File: src/rtl/msi_db_pkg.sv
package msi_db_pkg;
  // Address field layout of the doorbell window (fixed by the message format)
  localparam int VEC_LSB = 4;
  localparam int VEC_W   = 8;
  localparam int CPU_LSB = 12;
  localparam int CPU_W   = 8;
  localparam int TAG_LSB = 28;
  localparam int TAG_W   = 12;
  localparam int ADDR_W  = TAG_LSB + TAG_W;
  localparam int NVEC    = 1 << VEC_W;

  function automatic logic [VEC_W-1:0] vec_field(input logic [ADDR_W-1:0] a);
    return a[VEC_LSB +: VEC_W];
  endfunction

  function automatic logic [CPU_W-1:0] cpu_field(input logic [ADDR_W-1:0] a);
    return a[CPU_LSB +: CPU_W];
  endfunction
endpackage

File: src/rtl/msi_target_sel.sv
// One-hot CPU select; an index with no matching row yields all zeros.
module msi_target_sel #(
  parameter int NUM_CPU = 4,
  parameter int IDX_W   = 8
) (
  input  logic               valid,
  input  logic [IDX_W-1:0]   idx,
  output logic [NUM_CPU-1:0] sel
);
  for (genvar c = 0; c < NUM_CPU; c++) begin : g_sel
    assign sel[c] = valid && (idx == IDX_W'(c));
  end
endmodule

File: src/rtl/msi_pend_row.sv
// One CPU's pending-status row plus its registered interrupt line.
module msi_pend_row #(
  parameter int VEC_W = 8,
  localparam int NV   = 1 << VEC_W
) (
  input  logic             clk,
  input  logic             rst,
  input  logic             set_en,
  input  logic [VEC_W-1:0] set_vec,
  input  logic             clr_en,
  input  logic [VEC_W-1:0] clr_vec,
  output logic [NV-1:0]    pend_q,
  output logic             irq_q
);
  logic [NV-1:0] pend_d;

  always_comb begin
    pend_d = pend_q;
    if (clr_en) pend_d[clr_vec] = 1'b0;
    // set applied last so a simultaneous set wins
    if (set_en) pend_d[set_vec] = 1'b1;
  end

  always_ff @(posedge clk) begin
    if (rst) begin
      pend_q <= '0;
      irq_q  <= 1'b0;
    end else begin
      pend_q <= pend_d;
      irq_q  <= |pend_d;
    end
  end
endmodule

File: src/rtl/msi_rd_zero.sv
// Read responder: every read completes next cycle with zero data.
module msi_rd_zero #(
  parameter int DATA_W = 64
) (
  input  logic              clk,
  input  logic              rst,
  input  logic              req,
  output logic              resp_valid,
  output logic [DATA_W-1:0] resp_data
);
  always_ff @(posedge clk) begin
    if (rst) resp_valid <= 1'b0;
    else     resp_valid <= req;
  end
  assign resp_data = '0;
endmodule

File: src/rtl/msi_doorbell.sv
module msi_doorbell
  import msi_db_pkg::*;
#(
  parameter int NUM_CPU = 4,
  parameter int DATA_W  = 64,
  localparam int PEND_W = NUM_CPU * NVEC
) (
  input  logic               clk,
  input  logic               rst,
  input  logic               wr_valid,
  output logic               wr_ready,
  input  logic [ADDR_W-1:0]  wr_addr,
  input  logic [DATA_W-1:0]  wr_data,
  input  logic               rd_valid,
  output logic               rd_ready,
  input  logic [ADDR_W-1:0]  rd_addr,
  output logic               rd_resp_valid,
  output logic [DATA_W-1:0]  rd_resp_data,
  input  logic               clr_valid,
  input  logic [CPU_W-1:0]   clr_cpu,
  input  logic [VEC_W-1:0]   clr_vec,
  output logic [PEND_W-1:0]  pend_o,
  output logic [NUM_CPU-1:0] irq_o
);
  logic [CPU_W-1:0]   wr_cpu;
  logic [VEC_W-1:0]   wr_vec;
  logic [NUM_CPU-1:0] wr_sel;
  logic [NUM_CPU-1:0] clr_sel;
  logic               wr_fire;

  assign wr_ready = 1'b1;
  assign rd_ready = 1'b1;
  assign wr_fire  = wr_valid && wr_ready;
  assign wr_cpu   = cpu_field(wr_addr);
  assign wr_vec   = vec_field(wr_addr);

  // Data, tag and spare address bits take no part in routing.
  logic unused_sink;
  assign unused_sink = ^{wr_data, wr_addr[ADDR_W-1:CPU_LSB+CPU_W],
                         wr_addr[VEC_LSB-1:0], rd_addr};

  msi_target_sel #(.NUM_CPU(NUM_CPU), .IDX_W(CPU_W)) u_wr_sel (
    .valid (wr_fire),
    .idx   (wr_cpu),
    .sel   (wr_sel)
  );

  msi_target_sel #(.NUM_CPU(NUM_CPU), .IDX_W(CPU_W)) u_clr_sel (
    .valid (clr_valid),
    .idx   (clr_cpu),
    .sel   (clr_sel)
  );

  for (genvar c = 0; c < NUM_CPU; c++) begin : g_row
    msi_pend_row #(.VEC_W(VEC_W)) u_row (
      .clk     (clk),
      .rst     (rst),
      .set_en  (wr_sel[c]),
      .set_vec (wr_vec),
      .clr_en  (clr_sel[c]),
      .clr_vec (clr_vec),
      .pend_q  (pend_o[c*NVEC +: NVEC]),
      .irq_q   (irq_o[c])
    );
  end

  msi_rd_zero #(.DATA_W(DATA_W)) u_rd (
    .clk        (clk),
    .rst        (rst),
    .req        (rd_valid && rd_ready),
    .resp_valid (rd_resp_valid),
    .resp_data  (rd_resp_data)
  );
endmodule

File: config.mk
export PLATFORM = sky130hd
export DESIGN_NAME = msi_doorbell
export DESIGN_NICKNAME = d
export VERILOG_FILES = /design/src/rtl/msi_db_pkg.sv /design/src/rtl/msi_target_sel.sv /design/src/rtl/msi_pend_row.sv /design/src/rtl/msi_rd_zero.sv /design/src/rtl/msi_doorbell.sv
export SDC_FILE = /design/constraint.sdc
export NUM_CORES = 2
export LEC_CHECK = 0
export BUFFER_PORTS_ARGS = -buffer_cell sky130_fd_sc_hd__buf_2
export CORE_AREA = 2 2 496 498
export CTS_BUF_LIST = sky130_fd_sc_hd__clkbuf_8 sky130_fd_sc_hd__clkbuf_16
export DETAILED_ROUTE_END_ITERATION = 8
export DIE_AREA = 0 0 498 500
export PLACE_DENSITY_LB_ADDON = 0.15
export SYNTH_ARGS = -nofsm -noshare
export SYNTH_HDL_FRONTEND = slang
export SYNTH_SLANG_ARGS = --single-unit
File: constraint.sdc
create_clock -name clk -period 3.2 [get_ports clk]
set_input_delay 0.64 -clock clk [delete_from_list [all_inputs] [get_ports clk]]
set_output_delay 0.64 -clock clk [all_outputs]
set_load 0.02 [all_outputs]
# == Word level (Yosys, flattened, before mapping) ==
# Cells that the tools add are included.
# op_classes
n_addsub,0
multipliers,0
div_mod_pow,0
n_lt_le_gt_ge,4
n_eq_ne,6
shifts,0
n_mux,12
bitwise,9
n_reduce_logical,16
# op_table
op,count
$mux 256,8
$and 256x256->256,4
$or 256x256->256,4
$reduce_or 256->1,4
$not 256->256,1
$eq 8x2->1 const B,4
$lt 8x9->1 const B,2
$demux 1 s8,2
$eq 8x1->1 const B,2
$ge 8x1->1 const B,2
$logic_not 8->1,2
$logic_and 1x1->1,10
$mux 1,2
# totals
ff_bits,1029
latchBits,0
ram_bits,0
rom_bits,0
inputBits,165
output_inout_bits,1095
n_memories,0

# == Longest topological paths before layout ==
# depth
ltp_word,10
ltp_mapped,11
mapped_depth_nobuf,8

# == Cells and area by module ==
# A second synthesis with hierarchy kept.
# hier_totals
cells_unflattened,5947
hier_area_um2,49217.2
# modules_own_cells
module,n_inst,cells_each,area_per_inst_um2,seq_area_each_um2
msi_pend_row at g_row[1].u_row ...,2,1473,12170.4,5144.9
msi_pend_row at g_row[3].u_row,1,1469,12144.1,5144.9
msi_pend_row at g_row[0].u_row,1,1446,12085.3,5144.9
msi_rd_zero,1,67,518.0,20.0
msi_target_sel,2,8,55.1,0.0
msi_doorbell,1,3,18.8,0.0

# == Worst setup path before layout ==
# Ideal clock, no wire load.
# synth_path
path_kind,input port to flip-flop
from,in clr_cpu[2]
to,reg g_row[3].u_row.irq_q
setup_ps,140
arrival_ps,2523
setup_slack_ps,537
stages,10
cell_sequence,nor4b_2 > nand3_1 > buf_2 > clkbuf_1 > o21ai_0 > o21ai_0 > nor4_1 > nand4_1 > nor4_1 > a41oi_1
# synth_via
elab_chain_cells,6
# synth_rtl
item,line,text
from (decl),msi_doorbell.sv:20,"input logic [CPU_W-1:0] clr_cpu,"
$eq 8x2->1 *,msi_target_sel.sv:11,assign sel[c] = valid && (idx == IDX_W'(c));
$logic_and 1x1->1 *,msi_target_sel.sv:11,
$mux 256 *,msi_pend_row.sv:19,if (clr_en) pend_d[clr_vec] = 1'b0;
$or 256x256->256 (no source line),-,
$mux 256 *,msi_pend_row.sv:21,if (set_en) pend_d[set_vec] = 1'b1;
$reduce_or 256->1 *,msi_pend_row.sv:30,irq_q <= |pend_d;
to (signal assigned),msi_pend_row.sv:30,
to (decl),msi_pend_row.sv:13,output logic irq_q
# Mark *: on every way between the ends. The rest lies on a longest branch, timed or not.
# A chain may end at the register's enable or synchronous reset.

# == Final worst setup path ==
# Same ends and word-level chain as after synthesis.

==> out/qor.txt <==
run status: complete, but fails checks
violated checks: negative setup slack
pin slew with the least headroom to its limit: 1110 ps
maximum number of pins on one net before global-route repair: 96
number of vias per cell: 4.92
Hold Crit Start: rst
period utilization: 101%
Mapped Cells: 5551
number of buffers on the longest clock path: 3
number of I/O pins: 1260
tightest slew margin relative to the limit: 25.8%
setup repair after global routing missed its margin: yes
Vert. Die Dim: 500 microns
CTS tree: built
total routing usage reported by global routing: 27.4%
Post-Place Cell Area: 61500 sq um
via count of the routed design: 52700
most frequent standard cell in the layout excluding fill and tap cells: o21ai_0
Cell Pwr Density: 447 nW/um^2
final sum of negative setup slack: -59.3 ps
clock latency on the worst-skew pair: 840 ps
synthesized cell area: 44400 sq um
commonest cells after routing, fill and taps aside: o21ai_0, buf_2, dfxtp_1
number of setup violations in the final report: 3
share of final-layout standard cells stronger than drive strength 1: 33.1%
share of flip-flops with an asynchronous set or reset: 0%
synth-to-layout area growth: 52.8%
highest achievable clock rate: 308 MHz
initial core utilization: 18.2%
Netlist cell types: 29
post-route cell area: 67800 sq um
Placer Congestion: 0.928
register clock-pin slew on the reported worst setup and hold paths: 50 ps
# nets final: 7519
type of the setup path with the least slack: in -> reg
post-synthesis sequential element count: 1029
Layout Utilization: 27.8%
wl on met1: 159000 microns
number of global-route vias before repair: 50500
VDD IR max: 0.530 mV
sinks on the clock net: 1029
number of port buffers: 1065
kind of path behind the tightest hold check: in -> reg
Final Hold Viols: 0
met2 wire len: 162000 microns
register area share after synthesis: 46.4%
number of maximum-capacitance violations: 0
number of rows in the core area: 182
wire length of the first global-routing pass: 469000 microns
die boundary width: 498 microns
highest metal layer with signal wires: met5
startpoint type of the worst setup path: input pin
Worst EP arrival: 3910 ps
number of antenna violations at the first check in global routing: 48
kind of end point of the critical path: register
main flop type after synthesis: dfxtp_1
data required time at the worst endpoint: 3870 ps
count of synthesis-stage warnings from yosys: 0
amount of wire on met3 after detailed routing: 28700 microns
Reg-to-Reg Start: g_row[2].u_row.pend_q[216]
Clock Root Buffer: clkbuf_16
setup slack after placement: -1540 ps
smallest setup slack after layout: -45.2 ps
CTS H-Tree Depth: 4
minimum clock period after layout: 3250 ps
Critical Path Source: clr_cpu[2]
Inserted Clock Buffers: 139
per-instance average area after synthesis: 8.00 sq um
Post-DRT Antenna Nets: 0
initial DRC count: 5355
count of flip-flops with a built-in enable after synthesis: 0
first-pass iteration count of the detailed router: 7
clock skew: 28.5 ps
post-DR wirelength/cell: 33.8 microns
total global routing overflow: 0
placed wire-length estimate after detailed placement: 280000 microns
Std-Cell Core Area: 244000 sq um
final wirelength: 362000 microns
die area: 249000 sq um
critical-path maximum fanout: 14
DRC violation count after routing: 0
number of pins exceeding their max-slew limit in the final report: 0
leakage component of the power: 28.4 nW
## timing repair
action / CTS / global route
endpoints found under the hold margin: 1 / 0
buffers inserted: 15 / 24
setup endpoints to repair: 4 / 4
gates resized for setup: 63 / 193
pin swaps: 22 / 68
gates cloned: 3 / 13
hold buffers: 1 / 0
## worst paths after layout
check	end	slack [ps]	depth (start not counted)
max	g_row[3].u_row.irq_q	-50	16
min	g_row[0].u_row.pend_q[36]	320	2
min reg2reg	g_row[3].u_row.pend_q[28]	610	3
max reg2reg	g_row[2].u_row.irq_q	640	9
## layout make-up
| cell class | count | area [sq um] |
|---|---|---|
| timing repair buffer | 2100 | 15700 |
| antenna | 18 | 45.0 |
| inverter | 1 | 3.75 |
| multi-input combinational | 4083 | 22700 |
| tap | 3220 | 4030 |
| clock buffer | 173 | 3980 |
| sequential | 1029 | 20600 |
| fill | 26600 | 177000 |
| clock inverter | 78 | 699 |
## logic make-up (layout without fill, tap and decap cells)
kind of cell / after synthesis / after routing / share of synthesized area (%)
AO/OA/AOI/OAI: 2052 / 2052 / 23.2
buffers and inverters: 503 / 2352 / 5.14
flip-flops: 1029 / 1029 / 46.4
other: 2 / 84 / 0.0169
AND/OR/NAND/NOR: 1965 / 1965 / 25.3
## cells in the mapped netlist (5+ instances only)
master | count | share of area (%)
and4b_1 | 8 | 0.18
and4bb_2 | 7 | 0.20
buf_1 | 6 | 0.051
buf_2 | 23 | 0.26
buf_4 | 92 | 1.6
clkbuf_1 | 366 | 3.1
clkbuf_2 | 15 | 0.17
dfxtp_1 | 1029 | 46
nand2_1 | 518 | 4.4
nand2b_1 | 8 | 0.11
nand4_1 | 66 | 0.93
nor2_1 | 19 | 0.16
nor2b_1 | 1025 | 14
nor3_1 | 13 | 0.15
nor4_1 | 276 | 3.9
nor4b_4 | 8 | 0.43
nor4bb_1 | 5 | 0.11
o21ai_0 | 2010 | 23
o21ai_1 | 38 | 0.43
## metrics by stage
stage	instances	total power [mW]	hold slack (ps)
final	10700	30.3	316
after global routing	10700	31.1	279
after CTS	10600	30.6	252
after detailed placement	10400	14.3	618
after global placement	10400	14.3	610
after floorplan	5615	13.6	671
## worst max-delay path, cell delays in order
cell     delay, ps
buf_2          110
nor4b_4        260
buf_4          170
buf_12         100
nand3_4         90
buf_12         160
buf_16         160
buf_4          190
o21ai_0        150
o21ai_1        170
nor4_1         290
buf_4          160
nand4_1        310
nor4_4         510
buf_4          230
a41oi_1        130
## where the power goes
group / switching (mW) / internal (mW)
Combinational: 0.854 / 0.359
Sequential: 0.000829 / 12.8
Clock: 6.77 / 9.53
## sequential cells by signal (all words and copies together) (netlist names)
name,count
g_row.u_row.irq_q,4
g_row.u_row.pend_q,1024
u_rd.resp_valid,1
## metal layers
metal,up-vias,global-route usage (%)
met5,-,0
met1,26600,36.6
met4,8,8.28
met2,2706,43.7
met3,413,6.32
li1,23000,-
Power figures use the tool's default switching activity.
